## src/rtl/fa_pkg.sv

```systemverilog
// Shared constants and types for the frame aligner.
// Assumes the pattern bytes are compared before descrambling.
package fa_pkg;
    localparam logic [7:0] FA_A1      = 8'hF6;
    localparam logic [7:0] FA_A2      = 8'h28;
    localparam int         FA_ROWS    = 9;
    localparam int         FA_CHK_HI  = 4;   // column of the last pattern byte, 270-column frame
    localparam int         FA_CHK_LO  = 1;   // column of the last pattern byte, 90-column frame

    typedef enum logic [1:0] {
        ST_HUNT    = 2'd0,
        ST_PRESYNC = 2'd1,
        ST_SYNC    = 2'd2
    } fa_state_e;
endpackage

```

## src/rtl/fa_pattern_det.sv

```systemverilog
// Framing pattern detector.
// It keeps the two previous enabled bytes and flags the byte that completes
// F6 28 28 (mode_hi=1) or F6 28 (mode_hi=0).
// It assumes a byte-aligned input; history advances only on enabled bytes.
module fa_pattern_det
    import fa_pkg::*;
#(
    parameter int DW = 8
) (
    input  logic          clk,
    input  logic          rst_n,
    input  logic          en,
    input  logic          mode_hi,
    input  logic [DW-1:0] din,
    output logic          match
);
    localparam int HIST = 2;

    logic [DW-1:0] hist_q [HIST];

    // Shift the byte history on each enabled byte.
    always_ff @(posedge clk) begin
        if (!rst_n) begin
            for (int i = 0; i < HIST; i++) hist_q[i] <= '0;
        end else if (en) begin
            hist_q[0] <= din;
            for (int i = 1; i < HIST; i++) hist_q[i] <= hist_q[i-1];
        end
    end

    // Compare the current byte and history against the mode's pattern.
    always_comb begin
        if (mode_hi)
            match = en && (din == FA_A2) && (hist_q[0] == FA_A2) && (hist_q[1] == FA_A1);
        else
            match = en && (din == FA_A2) && (hist_q[0] == FA_A1);
    end

    AST_HIST_HOLD: assert property (@(posedge clk) disable iff (!rst_n)
        !en |=> ($stable(hist_q[0]) && $stable(hist_q[1])));
endmodule

```

## src/rtl/fa_timing.sv

```systemverilog
// Row/column timing counter.
// cur_row/cur_col give the position of the byte now at the input.
// A load places that byte at the pattern check position.
// The counter free-runs otherwise, advancing on enabled bytes only.
// The mode must be static outside reset.
module fa_timing
    import fa_pkg::*;
#(
    parameter int COLS_HI = 270,
    parameter int COLS_LO = 90,
    parameter int ROW_W   = 4,
    parameter int COL_W   = 9
) (
    input  logic             clk,
    input  logic             rst_n,
    input  logic             en,
    input  logic             mode_hi,
    input  logic             load,
    output logic [ROW_W-1:0] cur_row,
    output logic [COL_W-1:0] cur_col,
    output logic             at_check,
    output logic             frame_end
);
    localparam logic [ROW_W-1:0] ROW_LAST = ROW_W'(FA_ROWS - 1);
    localparam logic [COL_W-1:0] LAST_HI  = COL_W'(COLS_HI - 1);
    localparam logic [COL_W-1:0] LAST_LO  = COL_W'(COLS_LO - 1);
    localparam logic [COL_W-1:0] CHK_HI   = COL_W'(FA_CHK_HI);
    localparam logic [COL_W-1:0] CHK_LO   = COL_W'(FA_CHK_LO);

    logic [ROW_W-1:0] row_q;
    logic [COL_W-1:0] col_q;
    logic [COL_W-1:0] col_last;
    logic [COL_W-1:0] chk_col;

    // Pick the mode's frame width and check column.
    always_comb begin
        col_last = mode_hi ? LAST_HI : LAST_LO;
        chk_col  = mode_hi ? CHK_HI  : CHK_LO;
    end

    // Position of the present byte, overridden by a realignment.
    always_comb begin
        cur_row   = load ? '0 : row_q;
        cur_col   = load ? chk_col : col_q;
        at_check  = (row_q == '0) && (col_q == chk_col);
        frame_end = en && (cur_row == ROW_LAST) && (cur_col == col_last);
    end

    // Advance the counter past the present byte.
    always_ff @(posedge clk) begin
        if (!rst_n) begin
            row_q <= '0;
            col_q <= '0;
        end else if (en) begin
            if (cur_col >= col_last) begin
                col_q <= '0;
                row_q <= (cur_row >= ROW_LAST) ? '0 : cur_row + 1'b1;
            end else begin
                col_q <= cur_col + 1'b1;
                row_q <= cur_row;
            end
        end
    end

    AST_COL_RANGE: assert property (@(posedge clk) disable iff (!rst_n)
        col_q <= col_last);
    AST_ROW_RANGE: assert property (@(posedge clk) disable iff (!rst_n)
        row_q <= ROW_LAST);
    AST_IDLE_HOLD: assert property (@(posedge clk) disable iff (!rst_n)
        !en |=> ($stable(row_q) && $stable(col_q)));
    AST_LOAD_LANDS: assert property (@(posedge clk) disable iff (!rst_n)
        (load && en) |=> (row_q == '0 && col_q == chk_col + 1'b1));
endmodule

```

## src/rtl/fa_sync_fsm.sv

```systemverilog
// Hunt / presync / sync state machine.
// In hunt it realigns on any match.
// In presync and sync it looks only at the check position.
// Zero thresholds are treated as one.
module fa_sync_fsm
    import fa_pkg::*;
#(
    parameter int THR_W = 8
) (
    input  logic             clk,
    input  logic             rst_n,
    input  logic             en,
    input  logic             match,
    input  logic             at_check,
    input  logic [THR_W-1:0] thr_lock,
    input  logic [THR_W-1:0] thr_miss,
    output logic             load,
    output logic             oof
);
    fa_state_e      state_q;
    logic [THR_W-1:0] hits_q;
    logic [THR_W-1:0] miss_q;
    logic [THR_W:0]   lock_eff;
    logic [THR_W:0]   miss_eff;
    logic [THR_W:0]   hits_nxt;
    logic [THR_W:0]   miss_nxt;

    // Clamp thresholds and form the next counts.
    always_comb begin
        lock_eff = (thr_lock == '0) ? (THR_W+1)'(1) : {1'b0, thr_lock};
        miss_eff = (thr_miss == '0) ? (THR_W+1)'(1) : {1'b0, thr_miss};
        hits_nxt = {1'b0, hits_q} + 1'b1;
        miss_nxt = {1'b0, miss_q} + 1'b1;
        load     = (state_q == ST_HUNT) && match;
        oof      = (state_q != ST_SYNC);
    end

    // State transitions and consecutive-frame counts.
    always_ff @(posedge clk) begin
        if (!rst_n) begin
            state_q <= ST_HUNT;
            hits_q  <= '0;
            miss_q  <= '0;
        end else begin
            case (state_q)
                ST_HUNT: begin
                    if (match) begin
                        hits_q  <= THR_W'(1);
                        miss_q  <= '0;
                        state_q <= (lock_eff <= (THR_W+1)'(1)) ? ST_SYNC : ST_PRESYNC;
                    end
                end
                ST_PRESYNC: begin
                    if (en && at_check) begin
                        if (match) begin
                            if (hits_nxt >= lock_eff) state_q <= ST_SYNC;
                            else hits_q <= hits_nxt[THR_W-1:0];
                        end else begin
                            state_q <= ST_HUNT;
                        end
                    end
                end
                ST_SYNC: begin
                    if (en && at_check) begin
                        if (match) begin
                            miss_q <= '0;
                        end else if (miss_nxt >= miss_eff) begin
                            miss_q  <= '0;
                            state_q <= ST_HUNT;
                        end else begin
                            miss_q <= miss_nxt[THR_W-1:0];
                        end
                    end
                end
                default: state_q <= ST_HUNT;
            endcase
        end
    end

    AST_LOCK_ON_MATCH: assert property (@(posedge clk) disable iff (!rst_n)
        $fell(oof) |-> $past(match));
    AST_OOF_ON_MISS: assert property (@(posedge clk) disable iff (!rst_n)
        $rose(oof) |-> $past(en && at_check && !match));
endmodule

```

## src/rtl/fa_loss_timer.sv

```systemverilog
// Loss-of-frame timer.
// It counts frame ends spent in the current alarm state and restarts on any change of oof.
// It sets lof after the set threshold while out of frame, and clears it after the clear threshold while in frame.
module fa_loss_timer #(
    parameter int THR_W = 8
) (
    input  logic             clk,
    input  logic             rst_n,
    input  logic             frame_end,
    input  logic             oof,
    input  logic [THR_W-1:0] thr_set,
    input  logic [THR_W-1:0] thr_clr,
    output logic             lof
);
    logic [THR_W-1:0] cnt_q;
    logic             oof_q;
    logic [THR_W:0]   set_eff;
    logic [THR_W:0]   clr_eff;
    logic [THR_W:0]   cnt_nxt;

    // Clamp thresholds and form the next count.
    always_comb begin
        set_eff = (thr_set == '0) ? (THR_W+1)'(1) : {1'b0, thr_set};
        clr_eff = (thr_clr == '0) ? (THR_W+1)'(1) : {1'b0, thr_clr};
        cnt_nxt = {1'b0, cnt_q} + 1'b1;
    end

    // Count frames in the present state and toggle lof at the threshold.
    always_ff @(posedge clk) begin
        if (!rst_n) begin
            lof   <= 1'b0;
            cnt_q <= '0;
            oof_q <= 1'b1;
        end else begin
            oof_q <= oof;
            if (oof != oof_q) begin
                cnt_q <= '0;
            end else if (frame_end) begin
                if (oof && !lof) begin
                    if (cnt_nxt >= set_eff) begin
                        lof   <= 1'b1;
                        cnt_q <= '0;
                    end else begin
                        cnt_q <= cnt_nxt[THR_W-1:0];
                    end
                end else if (!oof && lof) begin
                    if (cnt_nxt >= clr_eff) begin
                        lof   <= 1'b0;
                        cnt_q <= '0;
                    end else begin
                        cnt_q <= cnt_nxt[THR_W-1:0];
                    end
                end
            end
        end
    end

    AST_LOF_SET_OOF: assert property (@(posedge clk) disable iff (!rst_n)
        $rose(lof) |-> ($past(oof) && $past(frame_end)));
    AST_LOF_CLR_INFRAME: assert property (@(posedge clk) disable iff (!rst_n)
        $fell(lof) |-> (!$past(oof) && $past(frame_end)));
endmodule

```

## src/rtl/frame_aligner.sv

```systemverilog
// Frame aligner top.
// It finds the framing pattern in a byte-aligned receive stream, locks the timing counter to it and raises the out-of-frame and loss-of-frame alarms.
// Bytes leave one clock later tagged with their position.
// It assumes mode_stm1 changes only during reset.
module frame_aligner
    import fa_pkg::*;
#(
    parameter int COLS_HI = 270,
    parameter int COLS_LO = 90,
    parameter int THR_W   = 8,
    localparam int COL_W  = $clog2(COLS_HI),
    localparam int ROW_W  = $clog2(FA_ROWS)
) (
    input  logic             clk,
    input  logic             rst_n,
    input  logic             rx_en,
    input  logic [7:0]       rx_byte,
    input  logic             mode_stm1,
    input  logic [THR_W-1:0] thr_lock,
    input  logic [THR_W-1:0] thr_miss,
    input  logic [THR_W-1:0] thr_lof_set,
    input  logic [THR_W-1:0] thr_lof_clr,
    output logic [7:0]       al_byte,
    output logic             al_valid,
    output logic [ROW_W-1:0] al_row,
    output logic [COL_W-1:0] al_col,
    output logic             frame_start,
    output logic             oof,
    output logic             lof
);
    logic             match;
    logic             load;
    logic             at_check;
    logic             frame_end;
    logic [ROW_W-1:0] cur_row;
    logic [COL_W-1:0] cur_col;

    fa_pattern_det #(.DW(8)) u_det (
        .clk     (clk),
        .rst_n   (rst_n),
        .en      (rx_en),
        .mode_hi (mode_stm1),
        .din     (rx_byte),
        .match   (match)
    );

    fa_timing #(
        .COLS_HI (COLS_HI),
        .COLS_LO (COLS_LO),
        .ROW_W   (ROW_W),
        .COL_W   (COL_W)
    ) u_tim (
        .clk       (clk),
        .rst_n     (rst_n),
        .en        (rx_en),
        .mode_hi   (mode_stm1),
        .load      (load),
        .cur_row   (cur_row),
        .cur_col   (cur_col),
        .at_check  (at_check),
        .frame_end (frame_end)
    );

    fa_sync_fsm #(.THR_W(THR_W)) u_fsm (
        .clk      (clk),
        .rst_n    (rst_n),
        .en       (rx_en),
        .match    (match),
        .at_check (at_check),
        .thr_lock (thr_lock),
        .thr_miss (thr_miss),
        .load     (load),
        .oof      (oof)
    );

    fa_loss_timer #(.THR_W(THR_W)) u_lof (
        .clk       (clk),
        .rst_n     (rst_n),
        .frame_end (frame_end),
        .oof       (oof),
        .thr_set   (thr_lof_set),
        .thr_clr   (thr_lof_clr),
        .lof       (lof)
    );

    // Register the aligned byte, its position and the frame-start marker.
    always_ff @(posedge clk) begin
        if (!rst_n) begin
            al_byte     <= '0;
            al_valid    <= 1'b0;
            al_row      <= '0;
            al_col      <= '0;
            frame_start <= 1'b0;
        end else begin
            al_valid    <= rx_en;
            frame_start <= rx_en && !oof && (cur_row == '0) && (cur_col == '0);
            if (rx_en) begin
                al_byte <= rx_byte;
                al_row  <= cur_row;
                al_col  <= cur_col;
            end
        end
    end
endmodule

```

## config.mk

```make
export PLATFORM = sky130hd
export DESIGN_NAME = frame_aligner
export DESIGN_NICKNAME = d
export VERILOG_FILES = /design/src/rtl/fa_pkg.sv /design/src/rtl/fa_pattern_det.sv /design/src/rtl/fa_timing.sv /design/src/rtl/fa_sync_fsm.sv /design/src/rtl/fa_loss_timer.sv /design/src/rtl/frame_aligner.sv
export SDC_FILE = /design/constraint.sdc
export NUM_CORES = 1
export LEC_CHECK = 0
export BUFFER_PORTS_ARGS = -buffer_cell sky130_fd_sc_hd__buf_2
export CORE_MARGIN = 4
export CORE_UTILIZATION = 40
export DETAILED_ROUTE_END_ITERATION = 16
export PLACE_DENSITY = 0.68
export SLEW_MARGIN = 20
export SYNTH_ARGS = -nofsm -noshare
export SYNTH_HDL_FRONTEND = slang
export SYNTH_SLANG_ARGS = --single-unit
```

## constraint.sdc

```tcl
create_clock -name clk -period 3.6 [get_ports clk]
set_input_delay 0.18 -clock clk [delete_from_list [all_inputs] [get_ports clk]]
set_output_delay 0.18 -clock clk [all_outputs]
set_load 0.01 [all_outputs]
```

# Word level (Yosys, flattened, before mapping)
# Memory sizes are Yosys's and may differ from the RTL's.
# Cells that the tools add are included.
# word_totals
regBits	64
output_inout_bits	25
memories	1
inputBits	44
wordCells	129
ramBits	16
# mem_list
name	depth	word_bits	rd	rd_ports_with_merged_regs	wr	line_no	source
u_det.hist_q	2	8	2	0	2	fa_pattern_det.sv:19	logic [DW-1:0] hist_q [HIST];
# op_classes
n_bitwise	4
order_cmp	7
muxes	45
addsub	5
n_eq_ne	20
reduce_logical	34
# ops
operator	count
two-way mux 8 bit	18
greater-or-equal comparator 9 bit	5
logical NOT 8 bit	4
one-hot mux 8 bit (2 select lines)	2
adder 8 x 1 -> 9 bit, second input constant	3
two-way mux 9 bit	3
equality test 9 bit	2
equality test 8 x 6 -> 1 bit, second input constant	2
equality test 8 bit, second input constant	2
two-way mux 2 bit	8
logical AND 1 bit	14
two-way mux 4 bit	3
inequality test 2 x 1 -> 1 bit, second input constant	5
AND reduction 5 bit	2
adder 9 x 1 -> 9 bit, second input constant	1
less-or-equal comparator 9 x 1 -> 1 bit, second input constant	1
logical NOT 9 bit	1
two-way mux 1 bit	9
logical NOT 4 bit	2
inequality test 2 bit, second input constant	4
nonzero test 2 bit	4
one-hot mux 2 bit (3 select lines)	1
AND reduction 6 bit	1
adder 4 x 1 -> 4 bit, second input constant	1
other kinds (14)	17

# Longest topological paths before layout
# depth
ltp_word	11
depth_mapped	16
depth_no_buf	14

# Hierarchy
# A second synthesis with hierarchy kept.
# unflattened
hier_cells	601
hier_area_um2	5413.9
# modules_own_cells
module	instances	cells_each	area_each_um2
fa_sync_fsm	1	211	1594.0
fa_timing	1	137	1147.4
fa_loss_timer	1	129	1062.3
frame_aligner	1	76	894.6
fa_pattern_det	1	48	715.7

# Worst setup path before layout
# No wires, ideal clock.
# synth_timing
kind	register to register
start	memory u_det.hist_q[0][1]
end	register u_tim.col_q[4]
stages_incl_launch_ff	16
setup_time_ns	0.075
n_path_buf	1
setup_slack_ns	0.422
required_time_ns	3.525
arrival_ns	3.103
path_cell_list	edfxtp_1 > nor4b_1 > nand4_1 > a211oi_1 > nand2_1 > and2_1 > inv_1 > ha_1 > and3_1 > nand3_1 > a21boi_0 > a221o_1 > nor2_4 > buf_6 > nand3b_1 > a31oi_1
# synth_lines
element	line_no	source
start, declared	fa_pattern_det.sv:19	
end signal, assigned	fa_timing.sv:59	col_q <= cur_col + 1'b1;
end, declared	fa_timing.sv:31	logic [COL_W-1:0] col_q;

==> flow_metrics.py <==
metrics = {
    "die": {
        "core_area_um2": 12600,
        "initial_utilization": 0.407,
        "dieArea_um2": 14700,
        "die_y_um": 121,
        "io_pins": 69,
        "fp-row-count": 41,
        "die_w_um": 121,
    },
    "critical_path": {
        "worstPathRequired_ns": 3.85,
        "cpMaxStageDelayCell": "a211o_4",
        "critPathKind": "flop to flop",
        "cp_num_buf_inv": 3,
        "cp-end-kind": "flop",
        "crit_arrival_ns": 3.70,
        "cp-start-kind": "flop",
        "critPathLaunch": "u_det.hist_q[0][2]$_SDFFCE_PN0P_",
        "crit-reg2reg-launch": "u_det.hist_q[0][2]$_SDFFCE_PN0P_",
        "critPathTopFamily": "compound AO/OA/AOI/OAI gates",
        "crit_fanout": 18,
        "crit_path_cell_trace": "nor4b_2 -> nand4_1 -> a211o_4 -> buf_4 -> buf_4 -> and2_1 -> ha_1 -> a21boi_2 -> a221o_1 -> nor2_4 -> buf_12 -> a31oi_1 -> a31oi_1",
        "slowest_delay_ns": 0.43,
    },
    "synthesis": {
        "postSynth.asyncResetShare": 0,
        "synth_edf_count": 16,
        "synth_area_um2": 5140,
        "ys_types": 68,
        "yosys.area.top_type_share": 0.249,
        "ys_seq_area_frac": 0.343,
        "synth_top_cells_by_area": "dfxtp_1 25%, ha_1 11%, edfxtp_1 9.4%",
        "syn_nets": 674,
        "syn_avg_cell_area_um2": 8.78,
        "synth_seq_cells": 80,
        "yosys_warnings": 0,
        "syn_inst": 585,
        "synth-main-ff-cell": "dfxtp_1",
        "yosys.area.top_type": "dfxtp_1",
    },
    "pwr": {
        "power_frac_comb": 0.074,
        "clkPwrFrac": 0.453,
        "p_total_mw": 2.01,
        "leakage_nw": 2.88,
        "p_int_mw": 1.54,
        "vdd_drop_max_mv": 0.183,
        "power_frac_seq": 0.472,
        "netSwitchingPower_mw": 0.472,
        "p_per_area_nw_per_um2": 335,
        "p_sw_frac": 0.235,
    },
    "final_layout": {
        "nets": 745,
        "final_cell_mix": "68 x buf_2, 66 x nand2_1, 64 x dfxtp_1",
        "syn2layout_area_growth_pct": 16.7,
        "diodes": 0,
        "multi_input_area_um2": 3070,
        "final_util": 0.475,
        "layout-drive-gt1-share": 0.188,
        "final_common_cell": "buf_2",
        "seq_area_um2": 1760,
        "fillers": 1243,
    },
    "global_route": {
        "grt_pass1_vias": 4395,
        "antenna_found_initial": 0,
        "track_usage": 0.166,
        "grt_pass1_wl_um": 20200,
        "grt_max_degree": 34,
        "overflow": 0,
    },
    "clock_network": {
        "clk_pin_slew_ns": 0.06,
        "root_buffer": "clkbuf_16",
        "clock-sinks": 80,
        "cts_hold_buf": 0,
        "clock_latency_ns": 0.34,
        "numCtsBuffers": 9,
        "cts_tree": "built",
        "htreeDepth": 3,
        "cts_buffer_depth": 2,
    },
    "timing": {
        "hold_viol": 0,
        "max_freq_mhz": 290,
        "worst_clock_skew_ns": 0.00610,
        "setup_ws_ns": 0.149,
        "setup_violations": 0,
        "post-route-period-util": 0.959,
        "min_period_ns": 3.45,
        "worst_slew_pin_slew_ns": 0.737,
        "tns_ns": 0,
        "drv_slew": 0,
        "slew_headroom": 0.508,
    },
    "detailed_routing": {
        "drt-total-wl_um": 11900,
        "avgViaCountPerCell": 5.34,
        "ant_nets": 0,
        "wire_per_inst_um": 14.3,
        "drc": 0,
        "firstDrtPassIters": 5,
        "vias": 4450,
        "drtIter0Drc": 262,
    },
    "placement": {
        "place_ws_ns": -0.00514,
        "numPortBuffers": 68,
        "place_congestion": 0.913,
        "place_hpwl_um": 8780,
    },
    "hold_path": {
        "worstHoldStart": "rx_byte[6]",
        "holdCritPathClass": "primary input to flop",
    },
    "outcome": {
        "status": "finished clean",
    },
    "flow_run": {
        "maxCapViolCount": 0,
    },
}
## cell usage after synthesis (7+ instances only)
cell type and instances:
nand2_1 66, dfxtp_1 64, ha_1 45, inv_1 44, nand3_1 34, and3_1 29
a21oi_1 22, o21ai_0 19, a21o_1 18, clkbuf_1 17, edfxtp_1 16, nor2_1 15
and2_1 12, nand2b_1 12, a31oi_1 11, xnor2_1 11, nand4_1 10, xor2_1 10
a21boi_0 8, nor2b_1 8, nor4_1 8, a21boi_1 7, nor3_1 7
## per-layer routing
| layer | wire length [um] | GRT usage | vias to the layer above | share of wire |
|---|---|---|---|---|
| li1 | - | - | 2260 | - |
| met3 | 688 | 0.0378 | 10 | 0.058 |
| met1 | 5580 | 0.224 | 2051 | 0.47 |
| met4 | 113 | 0.0462 | 0 | 0.0095 |
| met5 | 0 | 0 | - | 0 |
| met2 | 5490 | 0.266 | 129 | 0.46 |
## power groups by stage
stage | logic, mW | clock network (mW) | registers (mW)
CTS | 0.151 | 0.931 | 0.949
floorplan | 0.0909 | 0 | 0.969
detailed placement | 0.149 | 0 | 0.969
global route | 0.171 | 0.970 | 0.951
finish | 0.150 | 0.912 | 0.950
global placement | 0.145 | 0 | 0.968
## worst register-to-register path, cell delays in order (launching register included)
cell and delay [ns]:
edfxtp_1 0.42, nor4b_2 0.28, nand4_1 0.28, a211o_4 0.43
buf_4 0.14, buf_4 0.18, and2_1 0.18, ha_1 0.33
a21boi_2 0.18, a221o_1 0.37, nor2_4 0.14, buf_12 0.15
a31oi_1 0.10, a31oi_1 0.18
## metrics by stage
step,instance area (um^2),cells,hold slack [ns]
3_3_place_gp,5600,811,0.434
3_5_place_dp,5600,811,0.433
2_1_floorplan,5140,585,0.404
6_report,6000,833,0.196
4_1_cts,5900,827,0.186
5_1_grt,6000,833,0.207
## area by class of cell
| type | instances | area share |
|---|---|---|
| tap | 172 | 0.0359 |
| inverter | 44 | 0.0275 |
| clock inverter | 7 | 0.0119 |
| timing repair buffer | 86 | 0.0814 |
| sequential | 80 | 0.294 |
| multi-input combinational | 435 | 0.512 |
| clock buffer | 9 | 0.0376 |
## logic make-up after synthesis
group | after synthesis | synth area share
muxes | 4 | 0.00780
buffers and inverters | 70 | 0.0675
AOI/OAI and AO/OA | 131 | 0.185
xor gates and xnor gates | 21 | 0.0358
DFF | 80 | 0.343
adders and majority gates | 45 | 0.110
and+or+nand+nor | 234 | 0.251
## what timing repair did
item | CTS | global route
endpoints found under the setup margin | 1 | 22
gates cloned | 0 | 0
buffers inserted | 0 | 6
pin swaps | 0 | 6
gates resized for setup | 1 | 8
## sequential cells by signal, summed over array words and instances (netlist names)
register       cells
al_valid           1
u_fsm.state_q      2
u_fsm.hits_q       8
u_fsm.miss_q       8
u_lof.cnt_q        8
u_lof.oof_q        1
u_tim.row_q        4
frame_start        1
u_det.hist_q      16
al_row             4
u_tim.col_q        9
al_col             9
u_lof.lof          1
al_byte            8
## worst paths after layout
path                                      end  slack [ns]  cells past startpoint
max               u_tim.col_q[4]$_SDFFE_PN0P_        0.15                     13
min          u_det.hist_q[0][6]$_SDFFCE_PN0P_        0.20                      2
max reg2reg       u_tim.col_q[4]$_SDFFE_PN0P_        0.15                     13
min reg2reg           al_byte[5]$_SDFFE_PN0P_        0.45                      1
Power figures use the tool's default switching activity.
